[config.mk]
export PLATFORM = sky130hd
export DESIGN_NAME = flash_cmd_decoder
export DESIGN_NICKNAME = d
export VERILOG_FILES = /design/src/rtl/fcd_pkg.sv /design/src/rtl/fcd_sector_map.sv /design/src/rtl/fcd_seq_fsm.sv /design/src/rtl/flash_cmd_decoder.sv
export SDC_FILE = /design/constraint.sdc
export NUM_CORES = 1
export LEC_CHECK = 0
export BUFFER_PORTS_ARGS = -buffer_cell sky130_fd_sc_hd__buf_2
export CAP_MARGIN = 20
export CORE_MARGIN = 5
export CORE_UTILIZATION = 45
export CTS_CLUSTER_DIAMETER = 50
export CTS_CLUSTER_SIZE = 14
export DETAILED_ROUTE_END_ITERATION = 6
export PLACE_DENSITY = 0.81
export REMOVE_ABC_BUFFERS = 1
export SETUP_SLACK_MARGIN = 0.5
export SLEW_MARGIN = 20
export SYNTH_ARGS = -nofsm -noshare
export SYNTH_HDL_FRONTEND = slang
export SYNTH_SLANG_ARGS = --single-unit
[constraint.sdc]
create_clock -name clk -period 2.1 [get_ports clk]
set_input_delay 0.42 -clock clk [delete_from_list [all_inputs] [get_ports clk]]
set_output_delay 0.42 -clock clk [all_outputs]
set_load 0.01 [all_outputs]
[src/rtl/fcd_pkg.sv]
package fcd_pkg;
  typedef enum logic [3:0] {
    ST_IDLE, ST_UNL1, ST_UNL2, ST_PGM, ST_ERS1, ST_ERS2, ST_ERS3, ST_SEC
  } fcd_state_e;

  typedef enum logic [1:0] {
    MODE_MCU = 2'd0, MODE_SERIAL = 2'd1, MODE_PARALLEL = 2'd2, MODE_RSVD = 2'd3
  } fcd_mode_e;

  // bit position of each command in the pulse vector is (code - 1)
  typedef enum logic [2:0] {
    CMD_NONE = 3'd0, CMD_PGM = 3'd1, CMD_SECT = 3'd2, CMD_CHIP = 3'd3,
    CMD_IDIN = 3'd4, CMD_IDOUT = 3'd5, CMD_SECURE = 3'd6
  } fcd_cmd_e;

  localparam int unsigned NUM_CMD = 6;

  localparam logic [11:0] KEY_ADDR_A = 12'h555;
  localparam logic [11:0] KEY_ADDR_B = 12'hAAA;
  localparam logic [7:0]  KEY_DATA_A = 8'hAA;
  localparam logic [7:0]  KEY_DATA_B = 8'h55;
  localparam logic [7:0]  OP_PGM     = 8'hA0;
  localparam logic [7:0]  OP_ERASE   = 8'h80;
  localparam logic [7:0]  OP_IDIN    = 8'h90;
  localparam logic [7:0]  OP_IDOUT   = 8'hF0;
  localparam logic [7:0]  OP_SECURE  = 8'hA5;
  localparam logic [7:0]  OP_SECT    = 8'h30;
  localparam logic [7:0]  OP_CHIP    = 8'h10;
  localparam logic [15:0] SECURE_ADDR = 16'hFF7F;
  localparam logic [7:0]  SECURE_DATA = 8'h00;
endpackage

[src/rtl/fcd_sector_map.sv]
module fcd_sector_map
  import fcd_pkg::*;
#(
  parameter int unsigned SECT_W = 4
) (
  input  logic [1:0]        mode,
  input  logic              bank_sel,
  input  logic [SECT_W-1:0] nib,
  output logic              ok,
  output logic [SECT_W-1:0] mapped
);
  always_comb begin
    ok     = 1'b0;
    mapped = nib;
    case (fcd_mode_e'(mode))
      MODE_MCU:    ok = (nib != '0);
      MODE_SERIAL: begin
        if (bank_sel) begin
          ok = nib[SECT_W-1];
        end else begin
          // upper half of the window folds onto the lower sectors
          ok     = nib[SECT_W-1] && (nib[SECT_W-2:0] != '0);
          mapped = {1'b0, nib[SECT_W-2:0]};
        end
      end
      default:     ok = 1'b0;   // parallel and reserved refuse sector erase
    endcase
  end
endmodule

[src/rtl/fcd_seq_fsm.sv]
module fcd_seq_fsm
  import fcd_pkg::*;
#(
  parameter int unsigned ADDR_W = 16,
  parameter int unsigned DATA_W = 8,
  parameter int unsigned CMP_W  = 12
) (
  input  logic              clk,
  input  logic              rst_n,
  input  logic              wr_en,
  input  logic [ADDR_W-1:0] wr_addr,
  input  logic [DATA_W-1:0] wr_data,
  input  logic              busy,
  input  logic              sect_ok,
  output fcd_cmd_e          cmd
);
  fcd_state_e state_q, state_d;
  logic [CMP_W-1:0] low;
  logic at_a, at_b;

  assign low  = wr_addr[CMP_W-1:0];
  assign at_a = (low == KEY_ADDR_A);
  assign at_b = (low == KEY_ADDR_B);

  always_comb begin
    state_d = state_q;
    cmd     = CMD_NONE;
    if (wr_en) begin
      state_d = ST_IDLE;
      case (state_q)
        ST_IDLE: if (!busy) begin
          if (at_a && wr_data == KEY_DATA_A) state_d = ST_UNL1;
          else if (wr_data == OP_IDOUT)      cmd = CMD_IDOUT;
        end
        ST_UNL1: if (at_b && wr_data == KEY_DATA_B) state_d = ST_UNL2;
        ST_UNL2: if (at_a) begin
          case (wr_data)
            OP_PGM:    state_d = ST_PGM;
            OP_ERASE:  state_d = ST_ERS1;
            OP_SECURE: state_d = ST_SEC;
            OP_IDIN:   cmd = CMD_IDIN;
            OP_IDOUT:  cmd = CMD_IDOUT;
            default:   state_d = ST_IDLE;
          endcase
        end
        ST_PGM:  cmd = CMD_PGM;
        ST_ERS1: if (at_a && wr_data == KEY_DATA_A) state_d = ST_ERS2;
        ST_ERS2: if (at_b && wr_data == KEY_DATA_B) state_d = ST_ERS3;
        ST_ERS3: begin
          if (wr_data == OP_SECT && sect_ok)       cmd = CMD_SECT;
          else if (wr_data == OP_CHIP && at_a)     cmd = CMD_CHIP;
        end
        ST_SEC: if (wr_addr == SECURE_ADDR && wr_data == SECURE_DATA) cmd = CMD_SECURE;
        default: state_d = ST_IDLE;
      endcase
    end
  end

  always_ff @(posedge clk or negedge rst_n) begin
    if (!rst_n) state_q <= ST_IDLE;
    else        state_q <= state_d;
  end

  // a write while idle and busy leaves the decoder idle
  p_busy_idle_r11: assert property (@(posedge clk) disable iff (!rst_n)
    (state_q == ST_IDLE && busy && wr_en) |=> (state_q == ST_IDLE));
endmodule

[src/rtl/flash_cmd_decoder.sv]
module flash_cmd_decoder
  import fcd_pkg::*;
#(
  parameter int unsigned ADDR_W = 16,
  parameter int unsigned DATA_W = 8,
  parameter int unsigned CMP_W  = 12
) (
  input  logic              clk,
  input  logic              rst_n,
  input  logic              wr_en,
  input  logic [ADDR_W-1:0] wr_addr,
  input  logic [DATA_W-1:0] wr_data,
  input  logic [1:0]        mode,
  input  logic              bank_sel,
  input  logic              array_busy,
  output logic              pgm_req,
  output logic              sect_erase_req,
  output logic              chip_erase_req,
  output logic              id_enter_req,
  output logic              id_exit_req,
  output logic              secure_req,
  output logic [ADDR_W-1:0] tgt_addr,
  output logic [DATA_W-1:0] tgt_data
);
  localparam int unsigned SECT_W = ADDR_W - CMP_W;

  fcd_cmd_e          cmd;
  logic              sect_ok;
  logic [SECT_W-1:0] sect_nib;
  logic [NUM_CMD-1:0] pulse_q;

  fcd_sector_map #(.SECT_W(SECT_W)) u_map (
    .mode     (mode),
    .bank_sel (bank_sel),
    .nib      (wr_addr[ADDR_W-1:CMP_W]),
    .ok       (sect_ok),
    .mapped   (sect_nib)
  );

  fcd_seq_fsm #(.ADDR_W(ADDR_W), .DATA_W(DATA_W), .CMP_W(CMP_W)) u_fsm (
    .clk     (clk),
    .rst_n   (rst_n),
    .wr_en   (wr_en),
    .wr_addr (wr_addr),
    .wr_data (wr_data),
    .busy    (array_busy),
    .sect_ok (sect_ok),
    .cmd     (cmd)
  );

  for (genvar gi = 0; gi < NUM_CMD; gi++) begin : g_pulse
    always_ff @(posedge clk or negedge rst_n) begin
      if (!rst_n) pulse_q[gi] <= 1'b0;
      else        pulse_q[gi] <= (3'(cmd) == 3'(gi + 1));
    end
  end

  always_ff @(posedge clk or negedge rst_n) begin
    if (!rst_n) begin
      tgt_addr <= '0;
      tgt_data <= '0;
    end else if (cmd != CMD_NONE) begin
      tgt_addr <= (cmd == CMD_SECT) ? {sect_nib, wr_addr[CMP_W-1:0]} : wr_addr;
      tgt_data <= wr_data;
    end
  end

  assign pgm_req        = pulse_q[0];
  assign sect_erase_req = pulse_q[1];
  assign chip_erase_req = pulse_q[2];
  assign id_enter_req   = pulse_q[3];
  assign id_exit_req    = pulse_q[4];
  assign secure_req     = pulse_q[5];

  // never two requests at once, program request lasts one cycle
  p_onehot_r12: assert property (@(posedge clk) disable iff (!rst_n)
    $onehot0({pgm_req, sect_erase_req, chip_erase_req, id_enter_req, id_exit_req, secure_req}));
  p_pgm_single_r12: assert property (@(posedge clk) disable iff (!rst_n)
    pgm_req |=> !pgm_req);
  // sector erase only in MCU or serial mode
  p_sect_mode_r5: assert property (@(posedge clk) disable iff (!rst_n)
    sect_erase_req |-> ($past(mode) == 2'd0 || $past(mode) == 2'd1));
  // a presented sector is never sector zero
  p_sect_range_r4: assert property (@(posedge clk) disable iff (!rst_n)
    sect_erase_req |-> (tgt_addr[ADDR_W-1:CMP_W] != '0));
  // security request carries the fixed address and data
  p_secure_tgt_r9: assert property (@(posedge clk) disable iff (!rst_n)
    secure_req |-> (tgt_addr == SECURE_ADDR && tgt_data == SECURE_DATA));
endmodule

==> flow_summary.json, run 1 <==
{
  "synthesis.instances": 145,
  "postLayoutCellArea_um2": 2810,
  "vias": 1702,
  "track_usage_pct": 21.8,
  "ff_latch_area_um2": 826,
  "drt_wl_total_mm": 5.73,
  "p_total_uw": 2090,
  "multi_input_area_um2": 1040,
  "synth_warnings": 0,
  "skew_ns": 0.00698,
  "fin_crit_ns": 2.34,
  "fillCellCount": 243,
  "setup_tns_ns": -5.32,
  "rsz0062_at_grt": "true",
  "path_class": "in2reg",
  "yosysUniqueCellTypes": 42,
  "required_ns": 2.28,
  "avgSynthCellArea_um2": 12.0,
  "violations": "setup timing",
  "start_util_pct": 46.9,
  "max-cap-violations": 0,
  "clk_pin_slew_ns": 0.07,
  "postCtsHoldBufs": 0,
  "peakVddDrop_mv": 0.517,
  "area_growth_syn_to_layout_pct": 61.2,
  "end_kind": "flop",
  "h-tree-depth": 2,
  "drive_above_1_share_pct": 66.1,
  "final_common_cell": "buf_2",
  "final_cell_mix": "buf_2 (54), buf_4 (42), dfrtp_1 (33), mux2_4 (19), buf_6 (10)",
  "first_global_vias": 1799,
  "cts-root-buf": "clkbuf_8",
  "numCtsBuffers": 5,
  "grt_max_degree": 34,
  "timing.final.ws_setup_ns": -0.241,
  "n_antenna_cell": 0,
  "crit_arrival_ns": 2.52,
  "p_leak_uw": 0.00147,
  "ys_ff_latch": 33,
  "hold_ws_ns": 0.183,
  "worstMarginPinSlew_ns": 0.737,
  "ys.flop_type": "dfrtp_1",
  "fmax_mhz": 427,
  "synth_edf_count": 0,
  "dieArea_um2": 5220,
  "cp_max_fo": 8,
  "ys_seq_area_share_pct": 47.4,
  "core_area_um2": 3720,
  "via_per_inst": 5.58,
  "synth_async_sr_flop_share_pct": 100,
  "drc": 0,
  "fin_crit_sh_pct": 111,
  "nNetsFinal": 287,
  "gp_congestion": 0.922,
  "worstSkewPairLatency_ns": 0.29,
  "cts_max_path_buffers": 2,
  "clock_sinks": 33,
  "wire_per_inst_um": 18.8,
  "hold_violations": 0,
  "worstSetupStartpointType": "primary input",
  "die_height_um": 72.2,
  "pin_count": 61,
  "dpl_cell_area_um2": 2360,
  "finalSetupViolations": 27,
  "die_x_um": 72.2,
  "rrSetupSlack_ns": -0.09,
  "maxSlewHeadroom_pct": 50.9,
  "ant_nets": 0,
  "drv_slew": 0,
  "dp_worst_setup_slack_ns": -0.517,
  "core.rowCount": 22,
  "grt_pass1_wl_mm": 8.68,
  "syn-cell-area_um2": 1740,
  "hp-class": "in2async",
  "overflow": 0,
  "firstDrtPassIters": 5,
  "port_buffers": 60,
  "power_density_nw_per_um2": 744,
  "status": "finished with violations",
  "antenna_found_initial": 0,
  "cts_tree": "done",
  "dp_hpwl_mm": 3.70,
  "drtIter0Drc": 86
}
## path summary, 6_finish.rpt
kind,cells after the start,endpoint,start
worst min-delay path,1,tgt_addr[13],rst_n
worst max register to register,7,tgt_addr[13],u_fsm.state_q[1]
max in group asynchronous,1,id_enter_req,rst_n
min in group clk,2,u_fsm.state_q[0],wr_en
worst min register to register,1,tgt_addr[15],tgt_addr[15]
worst max-delay path,9,tgt_addr[13],wr_addr[2]
## final cells by class
| cell class | instances | share of cell area (%) |
|---|---|---|
| clock buffers | 6 | 2.94 |
| clock inverters | 2 | 1.34 |
| inverters | 2 | 0.267 |
| multi-input cells | 105 | 37.0 |
| flip-flops and latches | 33 | 29.4 |
| well taps | 48 | 2.14 |
| repair buffers | 109 | 27.0 |
## registers in the layout, indices dropped and copies added, names as in the netlist
register and count:
chip_erase_req 1, id_enter_req 1, id_exit_req 1, pgm_req 1
sect_erase_req 1, secure_req 1, tgt_addr 16, tgt_data 8
u_fsm.state_q 3
## worst max-delay path: stages
cell,delay (ns)
buf_2,0.11
nand4_1,0.11
buf_4,0.17
or4_4,0.59
o31ai_4,0.28
nor3_1,0.11
a21o_4,0.26
clkbuf_16,0.17
mux2_4,0.29
## cells in the mapped netlist (all sizes together), types with 2 or more instances
cell type | n | area [um^2]
nor3b | 2 | 15.0
and2 | 2 | 15.0
or4 | 4 | 33.8
nor4b | 3 | 26.3
or3 | 3 | 18.8
nor2 | 10 | 37.5
nor2b | 2 | 12.5
nor3 | 7 | 40.0
nand2 | 8 | 30.0
dfrtp | 33 | 826
mux2 | 24 | 342
a21oi | 2 | 10.0
nand3 | 4 | 20.0
inv | 2 | 7.51
o21ai | 3 | 15.0
nor4 | 5 | 31.3
nand4 | 8 | 50.1
buf | 4 | 56.3
o41ai | 2 | 17.5
## where the power goes
group,internal (uW),switching (uW)
clock network,386,239
logic,346,268
registers,772,81.0
total,1500,588
## metrics by stage
step                      utilization, %  std cells
after floorplan                        -        140
after global placement              63.4        288
after detailed placement            63.4        288
after CTS                           72.0        301
after global routing                75.6        305
final                               75.6        305
## what timing repair did
action	4_1_cts	5_1_grt
setup buffers	5	3
cloned	0	1
resized for setup	29	18
setup endpoints to repair	33	33
pin swaps	8	11
## routing by layer
layer	share of wire [%]	routed length (um)	track usage, %	vias to the layer above
met1	36	2040	22.8	826
li1	-	-	-	765
met5	0	0	0	-
met4	3.2	184	11.3	0
met3	8.2	472	6.51	22
met2	53	3030	39.0	89
## cell families after synthesis
kind of cell | after synthesis | synth area share [%]
XOR/XNOR | 1 | 0.503
flip-flops | 33 | 47.4
AO/OA/AOI/OAI | 16 | 7.04
multiplexers | 24 | 19.6
buffers and inverters | 7 | 3.88
AND/OR/NAND/NOR | 64 | 21.6
(Power assumes the default switching activity.)
==> inputs of run 2 (changes only) <==
PLACE_DENSITY = 0.83   (was 0.81)
==> flow_summary.json, run 2 (same netlist as run 1, synthesis figures left out) <==
{
  "status": "finished with violations",
  "violations": "setup timing",
  "drive_above_1_share_pct": 68.3,
  "final_cell_mix": "buf_2 (51), buf_4 (40), dfrtp_1 (33), mux2_4 (19), buf_6 (16)",
  "crit_arrival_ns": 2.57,
  "setup_tns_ns": -6.92,
  "rsz0062_at_grt": "true",
  "path_class": "in2reg",
  "die_height_um": 72.2,
  "ant_nets": 0,
  "final_core_util_pct": 77.9,
  "clock_sinks": 33,
  "worstSkewPairLatency_ns": 0.29,
  "via_per_inst": 5.87,
  "cts-root-buf": "clkbuf_8",
  "drc": 0,
  "start_util_pct": 46.9,
  "worstMarginPinSlew_ns": 0.741,
  "grt_max_degree": 34,
  "dp_worst_setup_slack_ns": -0.544,
  "hp-class": "in2async",
  "drt_wl_total_mm": 6.76,
  "cp_top_family": "simple AND/OR/NAND/NOR gates",
  "cp_slowest_cell": "or4_1",
  "clk_pin_slew_ns": 0.07,
  "dpl_cell_area_um2": 2340,
  "port_buffers": 60,
  "peakVddDrop_mv": 0.527,
  "crit_chain": "buf_6, nand4_1, or4_1, or4_4, and2_4, a21o_4, clkbuf_16, mux2_4",
  "switching_power_uw": 615,
  "p_int_uw": 1390,
  "first_global_vias": 1898,
  "wire_per_inst_um": 22.0,
  "antenna_found_initial": 0,
  "power_density_nw_per_um2": 691,
  "max-cap-violations": 0,
  "cp_max_fo": 6,
  "cpPeakStageDelay_ns": 0.53,
  "final_common_cell": "buf_2",
  "end_kind": "flop",
  "swShare_pct": 30.7,
  "finalSetupViolations": 31,
  "hold_violations": 0,
  "worstSetupStartpointType": "primary input",
  "n_antenna_cell": 0,
  "top_register": "tgt_addr",
  "postLayoutCellArea_um2": 2900,
  "numCtsBuffers": 5,
  "overflow": 0,
  "cts_max_path_buffers": 2,
  "fin_crit_sh_pct": 114,
  "fillCellCount": 214,
  "gp_congestion": 0.895,
  "grt_pass1_wl_mm": 9.74,
  "pwr-share-clk_pct": 24.9,
  "postCtsHoldBufs": 0,
  "core_area_um2": 3720,
  "path_buf_inv": 2,
  "p_leak_uw": 0.00148,
  "track_usage_pct": 24.9,
  "vias": 1802,
  "largest_registers": "tgt_addr (16), tgt_data (8), u_fsm.state_q (3)",
  "h-tree-depth": 2,
  "firstDrtPassIters": 4,
  "core.rowCount": 22,
  "dieArea_um2": 5220,
  "power_frac_comb_pct": 32.1,
  "fmax_mhz": 419,
  "timing.final.ws_setup_ns": -0.287,
  "fin_crit_ns": 2.39,
  "skew_ns": 0.0117,
  "drv_slew": 0,
  "pwr-share-seq_pct": 43.0,
  "largest_reg_flops": 16,
  "area_growth_syn_to_layout_pct": 66.2,
  "pin_count": 61,
  "die_x_um": 72.2,
  "nNetsFinal": 290,
  "dp_hpwl_mm": 3.82,
  "cts_tree": "done",
  "maxSlewHeadroom_pct": 50.6,
  "drtIter0Drc": 124,
  "required_ns": 2.28
}
==> run 2: cell count changes in the layout (fill, tap and decap cells not counted), sizes merged <==
| cell | before | now |
|---|---|---|
| bufinv | 1 | 0 |
| buf | 108 | 111 |
==> run 2: worst register-to-register path: stages, from the launching register on <==
cell and delay [ns]:
dfrtp_1 0.38, nor3b_2 0.24, nand3_2 0.10, or4_4 0.56, and2_4 0.17, a21o_4 0.28, clkbuf_16 0.19, mux2_4 0.31
==> run 2: metrics by stage <==
stage,hold slack [ns],cells,power [uW]
2_1_floorplan,0.124,140,1140
3_3_place_gp,0.479,286,1410
3_5_place_dp,0.488,286,1430
4_1_cts,0.202,302,1950
5_1_grt,0.248,307,2080
6_report,0.177,307,2000
==> run 2: layer usage <==
metal	GRT usage, %	vias to the layer above	part of all wire, %
met5	0	-	0
met4	14.8	0	6.3
met3	4.71	39	7.9
met2	45.7	114	53
met1	26.1	872	33
li1	-	777	-
==> run 2: final cells by class <==
type / count / area (um^2) / share of cell area, %
multi-input combinational: 105 / 1060 / 36.7
timing repair buffer: 112 / 851 / 29.4
sequential: 33 / 826 / 28.5
clock buffer: 6 / 82.6 / 2.85
tap: 48 / 60.1 / 2.07
clock inverter: 1 / 7.51 / 0.259
inverter: 2 / 7.51 / 0.259
==> run 2: path summary, 6_finish.rpt <==
path	start	end	slack, ns	depth (start not counted)
worst max-delay path	wr_addr[2]	tgt_addr[8]	-0.29	8
worst min-delay path	rst_n	tgt_data[6]	0.18	1
worst max register to register	u_fsm.state_q[1]	tgt_addr[8]	-0.23	7
worst min register to register	tgt_addr[15]	tgt_addr[15]	0.50	1
max in group asynchronous	rst_n	tgt_addr[5]	1.43	1
min in group clk	wr_addr[5]	tgt_addr[5]	0.42	2
==> run 2: what timing repair did <==
action / CTS / global route
endpoints found under the hold margin: 0 / 0
buffers inserted: 7 / 4
gates cloned: 2 / 1
setup endpoints to repair: 33 / 33
gates resized for setup: 36 / 24
pin swaps: 13 / 12
==> run 2: power by group through the flow <==
stage | clock network, uW | registers [uW] | logic (uW)
after global routing | 528 | 876 | 680
after floorplan | 0 | 919 | 218
final | 499 | 860 | 642
after CTS | 488 | 852 | 605
after global placement | 0 | 858 | 550
after detailed placement | 0 | 858 | 572
==> inputs of run 3 (changes only) <==
CORE_UTILIZATION = 44   (was 45)
PLACE_DENSITY = 0.82   (was 0.83)
SKIP_LAST_GASP = 1   (was default)
SYNTH_HIERARCHICAL = 1   (was default)
clock period = 2 ns   (was 2.1 ns; I/O delays follow)
==> flow_summary.json, run 3 <==
{
  "end_kind": "flop",
  "power_density_nw_per_um2": 554,
  "ff_latch_area_um2": 827,
  "peakVddDrop_mv": 0.426,
  "violations": "setup timing",
  "timing.final.ws_setup_ns": -0.529,
  "drc": 0,
  "core.rowCount": 22,
  "wire_per_inst_um": 16.9,
  "crit_chain": "buf_6, nand4b_1, or4b_4, or4_4, nor2b_4, o31ai_4, buf_6, nor3_4, buf_12, mux2_4",
  "ys_seq_area_share_pct": 48.4,
  "grt_max_degree": 34,
  "n_antenna_cell": 0,
  "cts_max_path_buffers": 2,
  "die_x_um": 72.3,
  "path_class": "in2reg",
  "max-cap-violations": 0,
  "cp_slowest_cell": "or4b_4",
  "yosysMostFrequentCell": "dfrtp_1",
  "fin_crit_ns": 2.53,
  "fmax_mhz": 395,
  "top_register": "tgt_addr",
  "rsz0062_at_grt": "true",
  "firstDrtPassIters": 4,
  "final_cell_mix": "buf_2 (59), buf_4 (48), dfrtp_1 (32), mux2_2 (18), nand2_1 (11)",
  "path_buf_inv": 3,
  "timing.rr.start": "u_fsm/state_q[1]",
  "syn-cell-area_um2": 1710,
  "gp_congestion": 0.897,
  "nNetsFinal": 302,
  "die_height_um": 72.3,
  "final_common_cell": "buf_2",
  "worstMarginPinSlew_ns": 0.746,
  "synth_common_cells": "dfrtp_1 (33), mux2_2 (18), nand2_1 (11)",
  "cts_tree": "done",
  "vias": 1738,
  "ant_nets": 0,
  "fin_crit_sh_pct": 126,
  "status": "finished with violations",
  "skew_ns": 0.00224,
  "r2r-end": "tgt_addr[0]",
  "cp_max_fo": 8,
  "clock_sinks": 33,
  "largest_reg_flops": 16,
  "synth_async_sr_flop_share_pct": 100,
  "ys_ff_latch": 33,
  "drtIter0Drc": 71,
  "p_leak_uw": 0.00145,
  "hold_ws_ns": 0.175,
  "multi_input_area_um2": 902,
  "hp-class": "in2async",
  "clk_pin_slew_ns": 0.06,
  "crit_arrival_ns": 2.70,
  "first_global_vias": 1871,
  "cp_top_family": "simple AND/OR/NAND/NOR gates",
  "area_growth_syn_to_layout_pct": 59.8,
  "grt_pass1_wl_mm": 8.45,
  "yosysTopAreaCellShare_pct": 48.4,
  "core_area_um2": 3720,
  "postCtsHoldBufs": 0,
  "cpPeakStageDelay_ns": 0.51,
  "ys.flop_type": "dfrtp_1",
  "drv_slew": 0,
  "synth_warnings": 6,
  "synthesis.instances": 155,
  "h-tree-depth": 2,
  "yosys.area.top_type": "dfrtp_1",
  "pin_count": 61,
  "finalSetupViolations": 30,
  "port_buffers": 60,
  "antenna_found_initial": 0,
  "maxSlewHeadroom_pct": 50.3,
  "overflow": 0,
  "cts-root-buf": "clkbuf_8",
  "dp_worst_setup_slack_ns": -1.07,
  "worstSetupStartpointType": "primary input",
  "start_util_pct": 46.0,
  "required_ns": 2.17,
  "via_per_inst": 5.45,
  "dp_hpwl_mm": 3.63,
  "crit_top_cell": "buf_6",
  "dieArea_um2": 5230,
  "synthTopCellsByArea": "dfrtp_1 (48%), mux2_2 (12%), buf_6 (2.6%)",
  "fin_cells": 319,
  "hold_violations": 0,
  "avgSynthCellArea_um2": 11.0,
  "critPathLaunch": "wr_addr[7]",
  "r2r_cells": 7,
  "rrSetupSlack_ns": -0.17,
  "yosysUniqueCellTypes": 39,
  "fillCellCount": 280,
  "worstSkewPairLatency_ns": 0.29,
  "drt_wl_total_mm": 5.40,
  "dp.cells": 298,
  "synth_edf_count": 0,
  "setup_tns_ns": -14.01,
  "largest_registers": "tgt_addr (16), tgt_data (8), u_fsm/state_q (3)",
  "track_usage_pct": 20.9,
  "numCtsBuffers": 5,
  "drive_above_1_share_pct": 62.0
}
## run 3: per-layer routing
layer | global-route usage [%] | vias to the layer above | routed length (um)
met5 | 0 | - | 0
met4 | 7.93 | 0 | 188
met3 | 7.76 | 20 | 535
met2 | 36.7 | 100 | 2710
met1 | 22.8 | 819 | 1970
li1 | - | 799 | -
## run 3: final cells by class
type,count,share of cell area (%)
clock inverter,2,1.28
multi-input combinational,109,33.1
sequential,33,30.3
tap,48,2.20
timing repair buffer,117,29.8
clock buffer,5,2.52
inverter,5,0.871
## run 3: through the flow
step,utilization (%),power (uW),cell area (um^2)
2_1_floorplan,-,762,1630
3_3_place_gp,62.5,900,2320
3_5_place_dp,62.5,905,2320
4_1_cts,71.1,1520,2640
5_1_grt,73.4,1580,2730
6_report,73.4,1510,2730
## run 3: power by group
| group | total [uW] | switching (uW) | leakage (uW) | internal (uW) |
|---|---|---|---|---|
| sequential | 699 | 12.1 | 0.000456 | 687 |
| combinational | 212 | 103 | 0.000938 | 108 |
| clock | 602 | 240 | 0.0000540 | 362 |
## run 3: worst max-delay path by stage
stage                     cells past startpoint            to  slack [ns]
after floorplan                               7  tgt_addr[11]       -1.10
after global placement                        8   tgt_addr[1]       -0.97
after detailed placement                     10   tgt_data[3]       -1.07
after CTS                                    10  tgt_addr[11]       -0.55
after global routing                         10  tgt_addr[11]       -0.58
final                                        10  tgt_addr[11]       -0.53
## run 3: repair_timing
item,CTS,global route
pin swaps,7,3
setup endpoints to repair,33,33
gates resized for setup,27,8
cloned,1,1
setup buffers,10,2
## run 3: cells by family (layout without fill, tap and decap cells)
group | count (synthesis) | in the layout | share of synthesized area [%]
xor gates and xnor gates | 1 | 1 | 0.513
muxes | 24 | 24 | 15.5
DFF | 33 | 33 | 48.4
buffers and inverters | 14 | 129 | 5.57
AOI/OAI and AO/OA | 21 | 21 | 8.35
and+or+nand+nor | 62 | 63 | 21.7
## run 3: worst register-to-register path: cells and delay by family (launching register included)
kind,cells,cell delay [ns]
simple gates,4,0.93
mux,1,0.33
flops,1,0.45
compound gates,1,0.15
buf+inv,1,0.21
